[config.mk]
export PLATFORM = sky130hd
export DESIGN_NAME = sfr_firewall
export DESIGN_NICKNAME = d
export VERILOG_FILES = /design/src/rtl/sfw_pkg.sv /design/src/rtl/sfw_decode.sv /design/src/rtl/sfw_policy.sv /design/src/rtl/sfw_regs.sv /design/src/rtl/sfr_firewall.sv
export SDC_FILE = /design/constraint.sdc
export NUM_CORES = 1
export LEC_CHECK = 0
export BUFFER_PORTS_ARGS = -buffer_cell sky130_fd_sc_hd__buf_2
export CAP_MARGIN = 20
export CELL_PAD_IN_SITES_DETAIL_PLACEMENT = 1
export CELL_PAD_IN_SITES_GLOBAL_PLACEMENT = 1
export CORE_AREA = 2 2 65 67
export DETAILED_ROUTE_END_ITERATION = 12
export DIE_AREA = 0 0 67 69
export PLACE_DENSITY_LB_ADDON = 0.1
export SLEW_MARGIN = 20
export SYNTH_ARGS = -nofsm -noshare
export SYNTH_HDL_FRONTEND = slang
export SYNTH_SLANG_ARGS = --single-unit
[constraint.sdc]
create_clock -name clk -period 3.3 [get_ports clk]
set_clock_uncertainty 0.05 [all_clocks]
set_input_delay 0.165 -clock clk [delete_from_list [all_inputs] [get_ports clk]]
set_output_delay 0.165 -clock clk [all_outputs]
set_load 0.02 [all_outputs]
[src/rtl/sfw_pkg.sv]
package sfw_pkg;

    typedef enum logic [1:0] {
        MODE_SYS  = 2'd0,
        MODE_CFG  = 2'd1,
        MODE_TEST = 2'd2,
        MODE_BOOT = 2'd3
    } cpu_mode_e;

    typedef enum logic [2:0] {
        GRP_CPU    = 3'd0,
        GRP_SYSMGT = 3'd1,
        GRP_FWCFG  = 3'd2,
        GRP_TEST   = 3'd3,
        GRP_HWC    = 3'd4
    } sfr_grp_e;

    localparam int unsigned SFR_AW = 8;

    localparam logic [SFR_AW-1:0] SYSMGT_LO = 8'h90;
    localparam logic [SFR_AW-1:0] SYSMGT_HI = 8'h9D;
    localparam logic [SFR_AW-1:0] FW_LO_ADR = 8'h9E;
    localparam logic [SFR_AW-1:0] FW_HI_ADR = 8'h9F;
    localparam logic [SFR_AW-1:0] HWC_BASE  = 8'hA0;
    localparam logic [SFR_AW-1:0] TEST_BASE = 8'hF0;

    typedef struct packed {
        logic rd_ok;
        logic wr_ok;
    } grant_t;

endpackage

[src/rtl/sfw_decode.sv]
module sfw_decode
    import sfw_pkg::*;
#(
    parameter int unsigned DATA_W = 8,
    localparam int unsigned SLOTS  = 2 * DATA_W,
    localparam int unsigned SLOT_W = $clog2(SLOTS)
) (
    input  logic [SFR_AW-1:0] addr_i,
    output sfr_grp_e          grp_o,
    output logic [SLOT_W-1:0] slot_o,
    output logic              fw_hi_o
);

    logic in_hwc;
    logic in_test;

    assign in_hwc  = (addr_i[SFR_AW-1:SLOT_W] == HWC_BASE[SFR_AW-1:SLOT_W]);
    assign in_test = (addr_i[SFR_AW-1:4] == TEST_BASE[SFR_AW-1:4]);
    assign slot_o  = addr_i[SLOT_W-1:0];
    assign fw_hi_o = (addr_i == FW_HI_ADR);

    always_comb begin
        if (addr_i == FW_LO_ADR || addr_i == FW_HI_ADR)
            grp_o = GRP_FWCFG;
        else if (addr_i >= SYSMGT_LO && addr_i <= SYSMGT_HI)
            grp_o = GRP_SYSMGT;
        else if (in_hwc)
            grp_o = GRP_HWC;
        else if (in_test)
            grp_o = GRP_TEST;
        else
            grp_o = GRP_CPU;
    end

endmodule

[src/rtl/sfw_policy.sv]
module sfw_policy
    import sfw_pkg::*;
#(
    parameter int unsigned DATA_W = 8,
    localparam int unsigned SLOTS  = 2 * DATA_W,
    localparam int unsigned SLOT_W = $clog2(SLOTS)
) (
    input  cpu_mode_e         mode_i,
    input  sfr_grp_e          grp_i,
    input  logic [SLOT_W-1:0] slot_i,
    input  logic [SLOTS-1:0]  fw_map_i,
    output grant_t            grant_o
);

    always_comb begin
        grant_o = '{rd_ok: 1'b0, wr_ok: 1'b0};
        unique case (grp_i)
            GRP_CPU: grant_o = '{rd_ok: 1'b1, wr_ok: 1'b1};
            GRP_SYSMGT: begin
                grant_o.rd_ok = (mode_i != MODE_CFG);
                grant_o.wr_ok = (mode_i != MODE_CFG);
            end
            GRP_FWCFG: begin
                grant_o.rd_ok = 1'b1;
                grant_o.wr_ok = (mode_i == MODE_SYS);
            end
            GRP_TEST: begin
                grant_o.rd_ok = (mode_i == MODE_TEST);
                grant_o.wr_ok = (mode_i == MODE_TEST);
            end
            GRP_HWC: begin
                grant_o.rd_ok = (mode_i != MODE_CFG) || fw_map_i[slot_i];
                grant_o.wr_ok = (mode_i != MODE_CFG) || fw_map_i[slot_i];
            end
            default: grant_o = '{rd_ok: 1'b0, wr_ok: 1'b0};
        endcase
    end

endmodule

[src/rtl/sfw_regs.sv]
module sfw_regs #(
    parameter int unsigned DATA_W = 8,
    localparam int unsigned SLOTS = 2 * DATA_W
) (
    input  logic              clk,
    input  logic              rst,
    input  logic              we_lo_i,
    input  logic              we_hi_i,
    input  logic [DATA_W-1:0] wdata_i,
    output logic [SLOTS-1:0]  fw_map_o
);

    logic [DATA_W-1:0] half_q [2];
    logic [1:0]        we;

    assign we = {we_hi_i, we_lo_i};

    for (genvar h = 0; h < 2; h++) begin : g_half
        always_ff @(posedge clk) begin
            if (rst)
                half_q[h] <= '0;
            else if (we[h])
                half_q[h] <= wdata_i;
        end
        assign fw_map_o[h*DATA_W +: DATA_W] = half_q[h];
    end

endmodule

[src/rtl/sfr_firewall.sv]
module sfr_firewall
    import sfw_pkg::*;
#(
    parameter int unsigned DATA_W = 8,
    localparam int unsigned SLOTS  = 2 * DATA_W,
    localparam int unsigned SLOT_W = $clog2(SLOTS)
) (
    input  logic              clk,
    input  logic              rst,
    input  logic [1:0]        mode_i,
    input  logic [SFR_AW-1:0] addr_i,
    input  logic              rd_i,
    input  logic              wr_i,
    input  logic [DATA_W-1:0] wdata_i,
    input  logic [DATA_W-1:0] periph_rdata_i,
    output logic              per_rd_o,
    output logic              per_wr_o,
    output logic [DATA_W-1:0] rdata_o,
    output logic [SLOTS-1:0]  fw_map_o,
    output logic              viol_o
);

    cpu_mode_e         mode;
    sfr_grp_e          grp;
    logic [SLOT_W-1:0] slot;
    logic              fw_hi;
    logic              is_fw;
    grant_t            grant;
    logic              rd_pass;
    logic              wr_pass;
    logic              viol_q;
    logic [DATA_W-1:0] fw_rd;

    assign mode = cpu_mode_e'(mode_i);

    sfw_decode #(.DATA_W(DATA_W)) u_decode (
        .addr_i (addr_i),
        .grp_o  (grp),
        .slot_o (slot),
        .fw_hi_o(fw_hi)
    );

    sfw_policy #(.DATA_W(DATA_W)) u_policy (
        .mode_i  (mode),
        .grp_i   (grp),
        .slot_i  (slot),
        .fw_map_i(fw_map_o),
        .grant_o (grant)
    );

    assign is_fw   = (grp == GRP_FWCFG);
    assign rd_pass = rd_i & grant.rd_ok;
    assign wr_pass = wr_i & grant.wr_ok;

    sfw_regs #(.DATA_W(DATA_W)) u_regs (
        .clk     (clk),
        .rst     (rst),
        .we_lo_i (wr_pass & is_fw & ~fw_hi),
        .we_hi_i (wr_pass & is_fw & fw_hi),
        .wdata_i (wdata_i),
        .fw_map_o(fw_map_o)
    );

    assign fw_rd    = fw_hi ? fw_map_o[SLOTS-1:DATA_W] : fw_map_o[DATA_W-1:0];
    assign per_rd_o = rd_pass & ~is_fw;
    assign per_wr_o = wr_pass & ~is_fw;
    assign rdata_o  = !rd_pass ? '0 : (is_fw ? fw_rd : periph_rdata_i);

    always_ff @(posedge clk) begin
        if (rst)
            viol_q <= 1'b0;
        else
            viol_q <= (rd_i & ~grant.rd_ok) | (wr_i & ~grant.wr_ok);
    end
    assign viol_o = viol_q;

    AST_TEST_ONLY_IN_TEST: assert property (@(posedge clk) disable iff (rst)
        (grp == GRP_TEST && (per_rd_o || per_wr_o)) |-> (mode == MODE_TEST));

    AST_CFG_HWC_NEEDS_BIT: assert property (@(posedge clk) disable iff (rst)
        (mode == MODE_CFG && grp == GRP_HWC && (per_rd_o || per_wr_o)) |-> fw_map_o[slot]);

    AST_MAP_HELD: assert property (@(posedge clk) disable iff (rst)
        !(wr_i && is_fw && mode == MODE_SYS) |=> $stable(fw_map_o));

    AST_DENIED_READ_ZERO: assert property (@(posedge clk) disable iff (rst)
        (rd_i && !grant.rd_ok) |-> (rdata_o == '0 && !per_rd_o));

    AST_VIOL_FOLLOWS: assert property (@(posedge clk) disable iff (rst)
        ((rd_i && !per_rd_o && !is_fw) || (wr_i && !per_wr_o && !is_fw)) |=> viol_o);

endmodule

# Word level (Yosys, flattened, before mapping)
# Memories as Yosys holds them, arrays and structs flattened.
# Index checks and enable logic that the tools add are counted.
# op_classes
add_sub_neg	0
multipliers	0
n_div	0
magnitude_cmp	3
n_eq_ne	10
shifts	0
mux	20
n_bitwise	16
n_reduce_logical	5
# op_table
cell	count
$mux 8	5
$eq 8x8->1 const B	2
$pmux 2 s5	1
$and 1x1->1	9
$mux 1	9
$mux 3	3
$eq 4x4->1 const B	2
$ge 8x8->1 const B	1
$le 8x8->1 const B	1
$eq 3x2->1 const B	2
$lt 4x5->1 const B	1
$bmux 1 s4	1
$not 1->1	4
$eq 3x1->1 const B	1
$eq 3x3->1 const B	1
$logic_not 3->1	1
$or 1x1->1	3
$eq 2x2->1 const B	1
$logic_not 2->1	1
$logic_or 1x1->1	2
$mux 2	1
$ne 2x1->1 const B	1
$logic_and 1x1->1	1
# word_totals
reg_bits	1
latch_bits	0
ramBits	16
mem_bits_ro	0
in_bits	30
output_inout_bits	27
word_cells	56
mem_count	1
# mem_list
name	depth	word_bits	read_ports	rd_ports_with_merged_regs	write_ports	line	text
u_regs.half_q	2	8	2	0	2	sfw_regs.sv:13	logic [DATA_W-1:0] half_q [2];

# Depth between registers and ports, before layout
# Gate-level depths: netlist of the first run.
# depth
depth_word	14
mapped_depth	7
depth_no_buf	5

# Modules after synthesis
# From an unflattened synthesis of the first run, not the netlist that was laid out.
# unflattened
hier_cells	117
hier_area_um2	1332.5
# modules_own_cells
mod	instances	cells_each	area_each_um2	seq_area_each_um2
sfw_regs	1	35	654.4	480.5
sfr_firewall	1	39	314.1	20.0
sfw_policy	1	30	237.7	0.0
sfw_decode	1	13	126.4	0.0

# Worst setup path before layout of the first run
# Ideal clock, no wire load.
# synth_timing
path_type	reg-to-reg
startpoint	memory u_regs.half_q[0][6]
endpoint	memory u_regs.half_q[0][0], enable pin
setup_time_ns	0.398
arrival_time_ns	2.439
t_required_ns	2.852
setup_slack_ns	0.413
path_stages_with_launch	6
n_path_buf	0
period_less_slack_ns	2.887
path_cell_list	edfxtp_1 and2b_1 a2111oi_0 o32ai_1 nor4_4 o41ai_1
# synth_lines
item	line
start: declaration	sfw_regs.sv:13

==> results of run 1 <==
-- layout by cell type, fill, tap and decap left out --
master and n:
a21oi_1 4, inv_1 5, a311oi_1 1, buf_4 6, clkbuf_8 3, clkbuf_1 1, nand3_1 11, o41ai_4 1
nor2b_1 7, a211oi_1 10, dfxtp_1 1, nand4bb_1 1, o21ai_0 1, and3_1 2, o2111a_1 1, nand2_1 11
mux2_2 1, nor4_4 1, o22ai_1 2, and4bb_2 1, and2b_1 2, nand2b_1 3, xnor2_1 1, o32ai_1 1
nor4_1 8, a211o_1 1, edfxtp_1 16, nor3_1 10, o41ai_1 1, nor4_2 1, nor2_1 12, o211ai_1 2
mux2i_1 4, a2111oi_0 3, o21ai_1 1, buf_2 56
-- how the worst max path moves through the flow --
| stage | endpoint | slack (ns) |
|---|---|---|
| 6_report | rdata_o[0] | 0.51 |
| 5_1_grt | rdata_o[3] | 0.36 |
| 4_1_cts | rdata_o[0] | 0.44 |
| 3_3_place_gp | rdata_o[5] | 0.78 |
| 2_1_floorplan | u_regs.half_q[0][0] | 0.41 |
| 3_5_place_dp | rdata_o[0] | 0.66 |
-- state kept, by name (all words and copies together) (netlist names) --
name	count
u_regs.half_q	16
viol_o	1
-- area by class of cell --
cell class / instances / area share [%]
multi-input combinational: 105 / 41.7
sequential: 17 / 30.6
timing repair buffer: 62 / 19.9
tap: 50 / 3.83
clock buffer: 4 / 2.76
inverter: 5 / 1.15
-- critical path, stage by stage (launching register included) --
cell and delay (ns):
edfxtp_1 0.39, nor2b_1 0.14, a2111oi_0 0.71, nor4_2 0.21, o41ai_4 0.59, a211oi_1 0.10, buf_2 0.19
-- per-layer routing --
| layer | wire length, um | vias up | global-route usage, % |
|---|---|---|---|
| li1 | - | 643 | - |
| met1 | 1630 | 607 | 22.1 |
| met2 | 1790 | 47 | 25.9 |
| met3 | 221 | 5 | 1.63 |
| met4 | 70 | 0 | 7.71 |
| met5 | 0 | - | 0 |
-- cells by family (layout without fill, tap and decap cells) --
| group | Yosys count | count (layout) | share of synthesized area, % |
|---|---|---|---|
| and+or+nand+nor | 70 | 70 | 31.1 |
| AOI/OAI and AO/OA | 29 | 29 | 18.6 |
| DFF | 17 | 17 | 40.0 |
| buffers and inverters | 14 | 71 | 5.41 |
| muxes | 5 | 5 | 4.10 |
| xor gates and xnor gates | 1 | 1 | 0.701 |
-- where the power goes --
group / switching (uW) / internal, uW
clock: 65.5 / 85.7
sequential: 9.29 / 247
combinational: 86.0 / 53.7
-- stage by stage --
| step | hold WS [ns] | setup slack [ns] | total power (uW) | std cells | utilization [%] |
|---|---|---|---|---|---|
| 3_3_place_gp | 0.465 | 0.784 | 397 | 239 | 40.6 |
| 3_5_place_dp | 0.458 | 0.657 | 401 | 239 | 40.6 |
| 4_1_cts | 0.182 | 0.441 | 554 | 243 | 41.8 |
| 2_1_floorplan | 0.326 | 0.413 | 342 | 136 | - |
| 6_report | 0.184 | 0.511 | 547 | 243 | 41.8 |
| 5_1_grt | 0.214 | 0.356 | 573 | 243 | 41.8 |
==> flow_summary.html, run 1 <==
<table>
<tr><th>Metric</th><th>Value</th></tr>
<tr><th colspan="2">Finish</th></tr>
<tr><td>Sequential cell area</td><td>500 um2</td></tr>
<tr><td>Ratio of cells with drive above 1 in the final layout</td><td>36.3%</td></tr>
<tr><td>Multi-input logic area</td><td>roughly 680 um2</td></tr>
<tr><td>Final net count</td><td>224</td></tr>
<tr><td>Layout Cell Area excl Fill</td><td>approximately 1600 um2</td></tr>
<tr><td>Area growth from synthesis to layout</td><td>30.7%</td></tr>
<tr><td>Number of inserted filler cells in the final layout</td><td>504</td></tr>
<tr><td>Antenna Cells</td><td>0</td></tr>
<tr><th colspan="2">Critical path</th></tr>
<tr><td>Register-to-Register Path Depth</td><td>6</td></tr>
<tr><td>Type of element capturing the critical path</td><td>output pin</td></tr>
<tr><td>R2R Setup Slk</td><td>around 0.83 ns</td></tr>
<tr><td>Required time reported for the critical path endpoint</td><td>3.08 ns</td></tr>
<tr><td>Sort of element at the start of the critical path</td><td>flip-flop</td></tr>
<tr><td>Crit path arrival time</td><td>2.57 ns</td></tr>
<tr><td>Terminus of the critical flop-to-flop path</td><td>u_regs.half_q[0][4]</td></tr>
<tr><td>Worst r2r src</td><td>u_regs.half_q[1][2]</td></tr>
<tr><td>Maximum fanout count along the critical path</td><td>9</td></tr>
<tr><td>Worst setup startpoint</td><td>u_regs.half_q[1][2]</td></tr>
<tr><td>Type of the worst setup path</td><td>reg2out</td></tr>
<tr><th colspan="2">GRT</th></tr>
<tr><td>Overall routing resource usage</td><td>16.4%</td></tr>
<tr><td>Wire length of the first global-routing pass</td><td>5850 um</td></tr>
<tr><td>Initial antenna violation count</td><td>0</td></tr>
<tr><td>Largest net degree at the start of global routing</td><td>25</td></tr>
<tr><td>Number of global-route vias before repair</td><td>1210</td></tr>
<tr><td>GRT overflow</td><td>0</td></tr>
<tr><th colspan="2">Logic synthesis</th></tr>
<tr><td>Warnings, synthesis</td><td>0</td></tr>
<tr><td>Yosys cell types</td><td>36</td></tr>
<tr><td>Number of nets in the synthesized netlist</td><td>166</td></tr>
<tr><td>Fraction of registers with async set or reset after synthesis</td><td>0%</td></tr>
<tr><td>Area share of the leading cell type in the synthesized netlist</td><td>38.4%</td></tr>
<tr><td>Mean Syn Cell Area</td><td>roughly 9.2 um2</td></tr>
<tr><td>Most common cell in the synthesized netlist</td><td>edfxtp_1</td></tr>
<tr><td>Cell type contributing the most total cell area after synthesis</td><td>edfxtp_1</td></tr>
<tr><td>Post-synthesis sequential element count</td><td>17</td></tr>
<tr><td>Number of enable-type register cells in the synthesized netlist</td><td>16</td></tr>
<tr><td>Main area contributors after synthesis</td><td>edfxtp_1 38%, a211oi_1 6.0%, nand3_1 4.4%</td></tr>
<tr><td>Instance count of the mapped netlist</td><td>136</td></tr>
<tr><td>Synth cell count leaders</td><td>16 x edfxtp_1, 12 x nor2_1, 11 x nand2_1, 11 x nand3_1</td></tr>
<tr><td>Mapped Area</td><td>1250 um2</td></tr>
<tr><td>Main synth FF type</td><td>edfxtp_1</td></tr>
<tr><td>Sequential area share after synthesis</td><td>40.0%</td></tr>
<tr><th colspan="2">Floorplan</th></tr>
<tr><td>DIE AREA</td><td>around 4600 um2</td></tr>
<tr><td>Standard-cell row count</td><td>23</td></tr>
<tr><td>Initial cell density of the core</td><td>31.9%</td></tr>
<tr><td>Top Ports</td><td>57</td></tr>
<tr><td>Die Y</td><td>approximately 70 um</td></tr>
<tr><td>Die X-Extent</td><td>67 um</td></tr>
<tr><td>Core Footprint</td><td>slightly below 4000 um2</td></tr>
<tr><th colspan="2">Drt</th></tr>
<tr><td>Total detailed-routing wirelength</td><td>3720 um</td></tr>
<tr><td>Antenna viol nets, final</td><td>0</td></tr>
<tr><td>First-pass DRT Iterations</td><td>4</td></tr>
<tr><td>Number of remaining DRC errors</td><td>0</td></tr>
<tr><td>DR iter-0 viols</td><td>44</td></tr>
<tr><td>Wire length per cell after detailed routing</td><td>15.3 um</td></tr>
<tr><td>Total number of vias</td><td>1302</td></tr>
<tr><td>Ratio of routed vias to standard cells</td><td>5.36</td></tr>
<tr><th colspan="2">Pwr</th></tr>
<tr><td>Static leakage</td><td>0.000642 uW</td></tr>
<tr><td>Largest vdd supply drop</td><td>around 0.15 mV</td></tr>
<tr><td>PD cells</td><td>335 nW/um2</td></tr>
<tr><th colspan="2">Job</th></tr>
<tr><td>Max-cap check violation count</td><td>0</td></tr>
<tr><th colspan="2">STA</th></tr>
<tr><td>Hold Vio Cnt, Final</td><td>0</td></tr>
<tr><td>Setup-violating endpoint count in the final report</td><td>0</td></tr>
<tr><td>Transition time at the pin with the least slew margin</td><td>0.907 ns</td></tr>
<tr><td>RSZ-0062 raised after global routing</td><td>false</td></tr>
<tr><td>Setup Total Neg Slack</td><td>0 ns</td></tr>
<tr><td>Final critical delay including setup and external delays</td><td>2.79 ns</td></tr>
<tr><td>Total count of max-transition violations in the final report</td><td>0</td></tr>
<tr><td>Share of the clock period used by the worst path after layout</td><td>84.5%</td></tr>
<tr><td>Maximum clock frequency</td><td>0.359 GHz</td></tr>
<tr><td>Relative max-transition margin</td><td>about two fifths</td></tr>
<tr><th colspan="2">Worst hold path</th></tr>
<tr><td>Terminating pin of the worst hold path</td><td>viol_o</td></tr>
<tr><td>Start point of the worst hold path</td><td>rst</td></tr>
<tr><td>Hold-critical path depth</td><td>3</td></tr>
<tr><td>Min-delay worst type</td><td>in2reg</td></tr>
<tr><th colspan="2">Clock network</th></tr>
<tr><td>Clock tree from TritonCTS</td><td>done</td></tr>
<tr><td>Hold-fix buffers at CTS</td><td>0</td></tr>
<tr><td>Source-to-sink clock delay at the later pin of the worst-skew pair</td><td>0.25 ns</td></tr>
<tr><td>Number of buffers between clock root and the deepest sink</td><td>2</td></tr>
<tr><td>H-tree depth</td><td>1</td></tr>
<tr><td>Number of setup buffers added after CTS</td><td>0</td></tr>
<tr><td>Clock input transition at the sequential cells of the worst setup and hold paths</td><td>around 0.060 ns</td></tr>
<tr><td>TritonCTS buffer count</td><td>3</td></tr>
<tr><td>CTS Root Buffer Type</td><td>clkbuf_8</td></tr>
<tr><td>Number of gates resized after CTS</td><td>0</td></tr>
<tr><td>Number of clock sinks seen by CTS</td><td>17</td></tr>
<tr><th colspan="2">Run status</th></tr>
<tr><td>Run status</td><td>complete, no violations</td></tr>
<tr><th colspan="2">Placement</th></tr>
<tr><td>Global placement routability congestion</td><td>about 0.79</td></tr>
<tr><td>Total cell area at the placement stage</td><td>roughly 1600 um2</td></tr>
<tr><td>Total of buffers placed on input and output ports</td><td>56</td></tr>
<tr><td>Detailed placement HPWL</td><td>just over 3000 um</td></tr>
</table>
Power figures use the tool's default switching activity.
==> run 2, diff against run 1 <==
ABC_AREA = 1   (was not set)
CORE_AREA = 2 2 67 69   (was 2 2 65 67)
DIE_AREA = 0 0 69 71   (was 0 0 67 69)
clock period = 2.75 ns   (was 3.3 ns; I/O delays follow)
==> flow_summary.html, run 2 <==
<table>
<tr><th>Metric</th><th>Value</th></tr>
<tr><th colspan="2">Logic synthesis</th></tr>
<tr><td>Post-synthesis sequential element count</td><td>17</td></tr>
<tr><td>Yosys cell types</td><td>27</td></tr>
<tr><td>Number of enable-type register cells in the synthesized netlist</td><td>16</td></tr>
<tr><td>Synth cell count leaders</td><td>42 x nand2_1, 31 x nor2_1, 28 x inv_1</td></tr>
<tr><td>Mapped Area</td><td>1320 um2</td></tr>
<tr><td>Area share of the leading cell type in the synthesized netlist</td><td>36.3%</td></tr>
<tr><td>Mean Syn Cell Area</td><td>7.44 um2</td></tr>
<tr><td>Main synth FF type</td><td>edfxtp_1</td></tr>
<tr><td>Cell type contributing the most total cell area after synthesis</td><td>edfxtp_1</td></tr>
<tr><td>Number of nets in the synthesized netlist</td><td>208</td></tr>
<tr><td>Most common cell in the synthesized netlist</td><td>nand2_1</td></tr>
<tr><td>Sequential area share after synthesis</td><td>37.8%</td></tr>
<tr><td>Fraction of registers with async set or reset after synthesis</td><td>0%</td></tr>
<tr><td>Main area contributors after synthesis</td><td>edfxtp_1 36%, nand2_1 12%, nor2_1 8.8%</td></tr>
<tr><td>Warnings, synthesis</td><td>0</td></tr>
<tr><td>Instance count of the mapped netlist</td><td>178</td></tr>
<tr><th colspan="2">Critical path</th></tr>
<tr><td>Register-to-Register Path Depth</td><td>10</td></tr>
<tr><td>Cell count along the critical path</td><td>10</td></tr>
<tr><td>Number of buffer and inverter instances along the worst setup path</td><td>1</td></tr>
<tr><td>Maximum fanout count along the critical path</td><td>8</td></tr>
<tr><td>Crit path arrival time</td><td>1.89 ns</td></tr>
<tr><td>R2R Setup Slk</td><td>0.70 ns</td></tr>
<tr><td>Critical Path End</td><td>u_regs.half_q[0][6]</td></tr>
<tr><td>Sort of element at the start of the critical path</td><td>flip-flop</td></tr>
<tr><td>Worst setup startpoint</td><td>u_regs.half_q[1][1]</td></tr>
<tr><td>Worst path max stage delay</td><td>0.56 ns</td></tr>
<tr><td>Slowest-stage cell, CP</td><td>o21ai_1</td></tr>
<tr><td>Required time reported for the critical path endpoint</td><td>2.59 ns</td></tr>
<tr><td>Type of element capturing the critical path</td><td>flip-flop</td></tr>
<tr><td>Cell type group with the largest total delay on the critical path</td><td>compound AO/OA/AOI/OAI gates</td></tr>
<tr><td>Cell seen most often among critical-path stages</td><td>nand2_1</td></tr>
<tr><td>Terminus of the critical flop-to-flop path</td><td>u_regs.half_q[0][6]</td></tr>
<tr><td>Sequence of cells on the critical path</td><td>inv_1 &gt; nand2_1 &gt; nand3_1 &gt; nand2_1 &gt; nand2_1 &gt; nand2_1 &gt; o21bai_4 &gt; nand3_4 &gt; nand2_2 &gt; o21ai_1</td></tr>
<tr><td>Type of the worst setup path</td><td>reg2reg</td></tr>
<tr><td>Worst r2r src</td><td>u_regs.half_q[1][1]</td></tr>
<tr><th colspan="2">Clock network</th></tr>
<tr><td>H-tree depth</td><td>1</td></tr>
<tr><td>Number of clock sinks seen by CTS</td><td>17</td></tr>
<tr><td>CTS Root Buffer Type</td><td>clkbuf_8</td></tr>
<tr><td>Source-to-sink clock delay at the later pin of the worst-skew pair</td><td>between 0.2 and 0.3 ns</td></tr>
<tr><td>Hold-fix buffers at CTS</td><td>1</td></tr>
<tr><td>Clock tree from TritonCTS</td><td>done</td></tr>
<tr><td>TritonCTS buffer count</td><td>3</td></tr>
<tr><td>Number of gates resized after CTS</td><td>0</td></tr>
<tr><td>Number of setup buffers added after CTS</td><td>0</td></tr>
<tr><td>Clock input transition at the sequential cells of the worst setup and hold paths</td><td>0.07 ns</td></tr>
<tr><td>Number of buffers between clock root and the deepest sink</td><td>2</td></tr>
<tr><th colspan="2">Worst hold path</th></tr>
<tr><td>Min-delay worst type</td><td>in2reg</td></tr>
<tr><td>Hold-critical path depth</td><td>3</td></tr>
<tr><th colspan="2">Drt</th></tr>
<tr><td>Total number of vias</td><td>1361</td></tr>
<tr><td>Total detailed-routing wirelength</td><td>between 4000 and 5000 um</td></tr>
<tr><td>Number of remaining DRC errors</td><td>0</td></tr>
<tr><td>DR iter-0 viols</td><td>38</td></tr>
<tr><td>First-pass DRT Iterations</td><td>4</td></tr>
<tr><td>Wire length per cell after detailed routing</td><td>around 14 um</td></tr>
<tr><td>Antenna viol nets, final</td><td>0</td></tr>
<tr><td>Ratio of routed vias to standard cells</td><td>~4.7</td></tr>
<tr><th colspan="2">Finish</th></tr>
<tr><td>Most used cells in the layout excluding fill and tap cells</td><td>56 x buf_2, 42 x nand2_1, 31 x nor2_1, 28 x inv_1, 16 x edfxtp_1</td></tr>
<tr><td>Ratio of cells with drive above 1 in the final layout</td><td>35.2%</td></tr>
<tr><td>Area growth from synthesis to layout</td><td>28.3%</td></tr>
<tr><td>Top register by number of flip-flops</td><td>u_regs.half_q</td></tr>
<tr><td>Cell Count, Final, Fillers Out</td><td>288</td></tr>
<tr><td>Max FFs per register</td><td>16</td></tr>
<tr><td>Antenna Cells</td><td>0</td></tr>
<tr><td>Layout Cell Area excl Fill</td><td>1700 um2</td></tr>
<tr><td>Most common cell after layout, fill and taps aside</td><td>buf_2</td></tr>
<tr><td>End-of-flow core utilization</td><td>40.4%</td></tr>
<tr><td>Final net count</td><td>267</td></tr>
<tr><th colspan="2">Pwr</th></tr>
<tr><td>PD cells</td><td>between 300 and 400 nW/um2</td></tr>
<tr><td>Net switching power</td><td>between 200 and 250 uW</td></tr>
<tr><td>Clock Power Share</td><td>28.3%</td></tr>
<tr><td>Largest vdd supply drop</td><td>0.286 mV</td></tr>
<tr><td>Sequential share of power</td><td>45.9%</td></tr>
<tr><td>Combinational share of power</td><td>25.9%</td></tr>
<tr><td>Proportion of total power due to net switching</td><td>between 30% and 40%</td></tr>
<tr><td>Design internal power</td><td>between 400 and 500 uW</td></tr>
<tr><td>Static leakage</td><td>0.000849 uW</td></tr>
<tr><th colspan="2">STA</th></tr>
<tr><td>Relative max-transition margin</td><td>52.9%</td></tr>
<tr><td>Setup Total Neg Slack</td><td>0 ns</td></tr>
<tr><td>Maximum clock frequency</td><td>0.488 GHz</td></tr>
<tr><td>RSZ-0062 raised after global routing</td><td>false</td></tr>
<tr><td>Setup-violating endpoint count in the final report</td><td>0</td></tr>
<tr><td>Total count of max-transition violations in the final report</td><td>0</td></tr>
<tr><td>Final critical delay including setup and external delays</td><td>2.05 ns</td></tr>
<tr><td>Hold Vio Cnt, Final</td><td>0</td></tr>
<tr><td>Share of the clock period used by the worst path after layout</td><td>between 70% and 80%</td></tr>
<tr><td>Transition time at the pin with the least slew margin</td><td>0.702 ns</td></tr>
<tr><td>Slack of the critical path</td><td>0.699 ns</td></tr>
<tr><th colspan="2">Run status</th></tr>
<tr><td>Run status</td><td>complete, no violations</td></tr>
<tr><th colspan="2">Floorplan</th></tr>
<tr><td>Initial cell density of the core</td><td>31.5%</td></tr>
<tr><td>Die X-Extent</td><td>69 um</td></tr>
<tr><td>Top Ports</td><td>57</td></tr>
<tr><td>DIE AREA</td><td>~4900 um2</td></tr>
<tr><td>Die Y</td><td>71 um</td></tr>
<tr><td>Core Footprint</td><td>4200 um2</td></tr>
<tr><td>Standard-cell row count</td><td>24</td></tr>
<tr><th colspan="2">Placement</th></tr>
<tr><td>Total cell area at the placement stage</td><td>1640 um2</td></tr>
<tr><td>Detailed placement HPWL</td><td>3390 um</td></tr>
<tr><td>Pre-CTS setup slack</td><td>slightly above 0.5 ns</td></tr>
<tr><td>Cell total after placement</td><td>283</td></tr>
<tr><td>Total of buffers placed on input and output ports</td><td>56</td></tr>
<tr><td>Global placement routability congestion</td><td>0.786</td></tr>
<tr><th colspan="2">GRT</th></tr>
<tr><td>Initial antenna violation count</td><td>0</td></tr>
<tr><td>Number of global-route vias before repair</td><td>1451</td></tr>
<tr><td>Largest net degree at the start of global routing</td><td>18</td></tr>
<tr><td>Wire length of the first global-routing pass</td><td>6760 um</td></tr>
<tr><td>GRT overflow</td><td>0</td></tr>
<tr><td>Overall routing resource usage</td><td>17.3%</td></tr>
<tr><th colspan="2">Job</th></tr>
<tr><td>Max-cap check violation count</td><td>0</td></tr>
</table>
## run 2: cell types whose count changed after synthesis, sizes merged, moves of 7 or more
cell    change
a211oi     -10
inv        +27
nand2      +36
nor2       +21
nor2b       -7
nor3        -9
nor4       -10
o21ai       +8
## run 2: cells by family after synthesis
group | after synthesis | share of synthesized area, %
AO/OA/AOI/OAI | 20 | 10.7
buffers and inverters | 37 | 12.5
flip-flops | 17 | 37.8
AND/OR/NAND/NOR | 104 | 39.0
## run 2: power by group through the flow
stage / Clock (uW) / Combinational, uW / Sequential [uW]
final: 188 / 172 / 305
after global routing: 204 / 191 / 307
after CTS: 195 / 175 / 305
after detailed placement: 0 / 173 / 311
after global placement: 0 / 168 / 311
after floorplan: 0 / 91.6 / 326
## run 2: stage by stage
step / hold WS [ns] / power [uW]
finish: 0.138 / 664
global route: 0.146 / 702
CTS: 0.132 / 675
detailed placement: 0.266 / 484
global placement: 0.267 / 479
floorplan: 0.157 / 418
## run 2: final cells by class
cell class | count | area (um2)
inverter | 32 | 123
tap | 52 | 65.1
fill | 569 | 2510
sequential | 17 | 500
clock buffer | 3 | 41.3
timing repair buffer | 59 | 305
multi-input combinational | 124 | 658
clock inverter | 1 | 5.00
## run 2: how the worst min path moves through the flow
| stage | startpoint | end | slack (ns) |
|---|---|---|---|
| final | rd_i | viol_o | 0.14 |
| after detailed placement | rst | viol_o | 0.27 |
| after global placement | rst | viol_o | 0.27 |
| after global routing | wdata_i[5] | u_regs.half_q[0][5] | 0.15 |
| after floorplan | rst | viol_o | 0.16 |
| after CTS | rd_i | viol_o | 0.13 |
## run 2: layer usage
metal	GRT usage, %	vias to the layer above	share of wire, %
met5	0	-	0
met2	32.4	28	54
met1	20.6	643	41
li1	-	686	-
met4	4.58	0	1.0
met3	2.42	4	3.3
## run 2: tightest hold or removal path: cells and delay by family
family,cells,cell delay (ns)
simple gates,1,0.09
compound gates,1,0.06
buf+inv,1,0.12
==> run 3, diff against run 2 <==
CORE_AREA = 2 2 71 73   (was 2 2 67 69)
DIE_AREA = 0 0 73 75   (was 0 0 69 71)
clock period = 1.67 ns   (was 2.75 ns; I/O delays follow)
==> flow_summary.html, run 3 (synthesis gave the netlist of run 2 again) <==
<table>
<tr><th>Metric</th><th>Value</th></tr>
<tr><th colspan="2">Run status</th></tr>
<tr><td>Violated checks</td><td>setup timing</td></tr>
<tr><td>Run status</td><td>finished, violations left</td></tr>
<tr><th colspan="2">STA</th></tr>
<tr><td>Worst hold slack</td><td>0.0900 ns</td></tr>
<tr><td>RSZ-0062 raised after global routing</td><td>true</td></tr>
<tr><td>Slack of the critical path</td><td>-0.225 ns</td></tr>
<tr><td>Hold Vio Cnt, Final</td><td>0</td></tr>
<tr><td>Total count of max-transition violations in the final report</td><td>0</td></tr>
<tr><td>Final critical delay including setup and external delays</td><td>1.89 ns</td></tr>
<tr><td>Transition time at the pin with the least slew margin</td><td>0.324 ns</td></tr>
<tr><td>Share of the clock period used by the worst path after layout</td><td>113%</td></tr>
<tr><td>Maximum clock frequency</td><td>0.528 GHz</td></tr>
<tr><td>Setup-violating endpoint count in the final report</td><td>43</td></tr>
<tr><td>Relative max-transition margin</td><td>78.3%</td></tr>
<tr><th colspan="2">Finish</th></tr>
<tr><td>Most used cells in the layout excluding fill and tap cells</td><td>50 x buf_2, 40 x nand2_1, 32 x buf_4, 26 x inv_1, 24 x nor2_1</td></tr>
<tr><td>Cell Count, Final, Fillers Out</td><td>321</td></tr>
<tr><td>Layout Cell Area excl Fill</td><td>2080 um2</td></tr>
<tr><td>Antenna Cells</td><td>0</td></tr>
<tr><td>Area growth from synthesis to layout</td><td>56.9%</td></tr>
<tr><td>Final net count</td><td>298</td></tr>
<tr><td>Top register by number of flip-flops</td><td>u_regs.half_q</td></tr>
<tr><td>Most common cell after layout, fill and taps aside</td><td>buf_2</td></tr>
<tr><td>Ratio of cells with drive above 1 in the final layout</td><td>49.1%</td></tr>
<tr><td>Max FFs per register</td><td>16</td></tr>
<tr><th colspan="2">Critical path</th></tr>
<tr><td>Slowest-stage cell, CP</td><td>edfxtp_1</td></tr>
<tr><td>Type of the worst setup path</td><td>reg2out</td></tr>
<tr><td>Sequence of cells on the critical path</td><td>inv_2 &gt; nand2_1 &gt; nand3_2 &gt; nand2_1 &gt; nand2_1 &gt; nand2_2 &gt; o21bai_4 &gt; nand3_4 &gt; nand2_4 &gt; nor2_1 &gt; buf_4</td></tr>
<tr><td>Worst setup startpoint</td><td>u_regs.half_q[1][0]</td></tr>
<tr><td>Cell type group with the largest total delay on the critical path</td><td>simple AND/OR/NAND/NOR gates</td></tr>
<tr><td>R2R Setup Slk</td><td>-0.10 ns</td></tr>
<tr><td>Number of buffer and inverter instances along the worst setup path</td><td>2</td></tr>
<tr><td>Maximum fanout count along the critical path</td><td>5</td></tr>
<tr><td>Worst path max stage delay</td><td>approximately 0.42 ns</td></tr>
<tr><td>Worst r2r src</td><td>u_regs.half_q[1][0]</td></tr>
<tr><td>Crit path arrival time</td><td>1.76 ns</td></tr>
<tr><td>Sort of element at the start of the critical path</td><td>flip-flop</td></tr>
<tr><td>Required time reported for the critical path endpoint</td><td>1.54 ns</td></tr>
<tr><td>Cell seen most often among critical-path stages</td><td>nand2_1</td></tr>
<tr><td>Type of element capturing the critical path</td><td>output pin</td></tr>
<tr><th colspan="2">GRT</th></tr>
<tr><td>Met1 demand-to-capacity share in global routing</td><td>22.9%</td></tr>
<tr><td>Largest net degree at the start of global routing</td><td>15</td></tr>
<tr><td>Layer carrying the most global-route usage</td><td>met2</td></tr>
<tr><td>Initial antenna violation count</td><td>0</td></tr>
<tr><td>Routing usage on met3</td><td>2.28%</td></tr>
<tr><td>Wire length of the first global-routing pass</td><td>6870 um</td></tr>
<tr><td>Met2 capacity usage during global routing</td><td>25.6%</td></tr>
<tr><td>GRT overflow</td><td>0</td></tr>
<tr><td>Number of global-route vias before repair</td><td>1410</td></tr>
<tr><td>Overall routing resource usage</td><td>16.3%</td></tr>
<tr><th colspan="2">Drt</th></tr>
<tr><td>First-pass DRT Iterations</td><td>4</td></tr>
<tr><td>Number of remaining DRC errors</td><td>0</td></tr>
<tr><td>Total detailed-routing wirelength</td><td>~4300 um</td></tr>
<tr><td>Wire length per cell after detailed routing</td><td>roughly 13 um</td></tr>
<tr><td>DR iter-0 viols</td><td>30</td></tr>
<tr><td>Antenna viol nets, final</td><td>0</td></tr>
<tr><td>Total number of vias</td><td>approximately 1400</td></tr>
<tr><td>Ratio of routed vias to standard cells</td><td>4.50</td></tr>
<tr><th colspan="2">Clock network</th></tr>
<tr><td>Number of buffers between clock root and the deepest sink</td><td>2</td></tr>
<tr><td>CTS Root Buffer Type</td><td>clkbuf_8</td></tr>
<tr><td>Source-to-sink clock delay at the later pin of the worst-skew pair</td><td>~0.26 ns</td></tr>
<tr><td>Number of clock sinks seen by CTS</td><td>17</td></tr>
<tr><td>H-tree depth</td><td>1</td></tr>
<tr><td>Clock input transition at the sequential cells of the worst setup and hold paths</td><td>0.07 ns</td></tr>
<tr><td>TritonCTS buffer count</td><td>3</td></tr>
<tr><td>Clock tree from TritonCTS</td><td>done</td></tr>
<tr><th colspan="2">Pwr</th></tr>
<tr><td>Power after layout</td><td>1190 uW</td></tr>
<tr><td>Combinational share of power</td><td>31.1%</td></tr>
<tr><td>PD cells</td><td>between 500 and 600 nW/um2</td></tr>
<tr><td>Static leakage</td><td>roughly 0.0010 uW</td></tr>
<tr><td>Largest vdd supply drop</td><td>0.472 mV</td></tr>
<tr><td>Sequential share of power</td><td>41.9%</td></tr>
<tr><td>Net switching power</td><td>382 uW</td></tr>
<tr><td>Design internal power</td><td>approximately 810 uW</td></tr>
<tr><td>Proportion of total power due to net switching</td><td>32.0%</td></tr>
<tr><td>Clock Power Share</td><td>between 20% and 30%</td></tr>
<tr><th colspan="2">Worst hold path</th></tr>
<tr><td>Start point of the worst hold path</td><td>wdata_i[7]</td></tr>
<tr><td>Min-delay worst type</td><td>in2reg</td></tr>
<tr><th colspan="2">Placement</th></tr>
<tr><td>Cell total after placement</td><td>305</td></tr>
<tr><td>Detailed placement HPWL</td><td>3270 um</td></tr>
<tr><td>Total of buffers placed on input and output ports</td><td>56</td></tr>
<tr><td>Global placement routability congestion</td><td>0.717</td></tr>
<tr><td>Total cell area at the placement stage</td><td>1850 um2</td></tr>
<tr><th colspan="2">Floorplan</th></tr>
<tr><td>Die X-Extent</td><td>~73 um</td></tr>
<tr><td>Top Ports</td><td>57</td></tr>
<tr><td>DIE AREA</td><td>5480 um2</td></tr>
<tr><td>Initial cell density of the core</td><td>between 20% and 30%</td></tr>
<tr><td>Die Y</td><td>75 um</td></tr>
<tr><td>Core Footprint</td><td>4660 um2</td></tr>
<tr><td>Standard-cell row count</td><td>25</td></tr>
<tr><th colspan="2">Job</th></tr>
<tr><td>Max-cap check violation count</td><td>0</td></tr>
</table>
[run 3: cell types whose count changed in the layout (fill, tap and decap cells not counted), moves of 3 or more]
cell and delta:
buf_6 +3, nor2_1 -7, buf_12 +3, buf_4 +30, buf_2 -6, nor2_2 +7, nand3_1 -3
[run 3: power by group through the flow]
| stage | clock, uW | combinational (uW) | sequential (uW) |
|---|---|---|---|
| 2_1_floorplan | 0 | 158 | 537 |
| 5_1_grt | 346 | 410 | 503 |
| 3_5_place_dp | 0 | 329 | 509 |
| 4_1_cts | 330 | 361 | 500 |
| 6_report | 322 | 372 | 500 |
| 3_3_place_gp | 0 | 328 | 508 |
[run 3: layer usage]
| layer | up-vias | share of wire [%] |
|---|---|---|
| li1 | 750 | - |
| met2 | 42 | 44 |
| met3 | 9 | 4.6 |
| met1 | 642 | 49 |
| met5 | - | 0 |
| met4 | 0 | 1.9 |
[run 3: worst min-delay path: stages]
cell,delay (ns)
buf_2,0.07
inv_1,0.04
nor2_1,0.09
[run 3: area by class of cell]
class	count	area, um2
inverters	32	123
clock inverters	1	5.00
well taps	54	67.6
flip-flops and latches	17	500
fillers	586	2580
multi-input cells	125	746
repair buffers	89	594
clock buffers	3	41.3
[run 3: path summary, 6_finish.rpt]
path / end / cells after the start
worst min-delay path: u_regs.half_q[1][7] / 3
worst max register to register: u_regs.half_q[0][3] / 11
worst max-delay path: rdata_o[5] / 11
worst min register to register: u_regs.half_q[0][0] / 9
[run 3: what timing repair did]
action | in CTS | in global routing
pin swaps | 11 | 6
setup endpoints to repair | 36 | 43
gates resized for setup | 10 | 15
hold buffers | 1 | 0
cloned | 1 | 0
hold endpoints to repair | 1 | 0
buffers inserted | 7 | 5
[run 3: through the flow]
stage	TNS [ns]	worst slack [ns]	utilization (%)
after floorplan	-0.123	-0.00768	-
after global placement	-1.25	-0.0812	39.7
after detailed placement	-1.83	-0.125	39.7
after CTS	-4.64	-0.240	43.1
after global routing	-10.05	-0.351	44.6
final	-5.05	-0.225	44.6
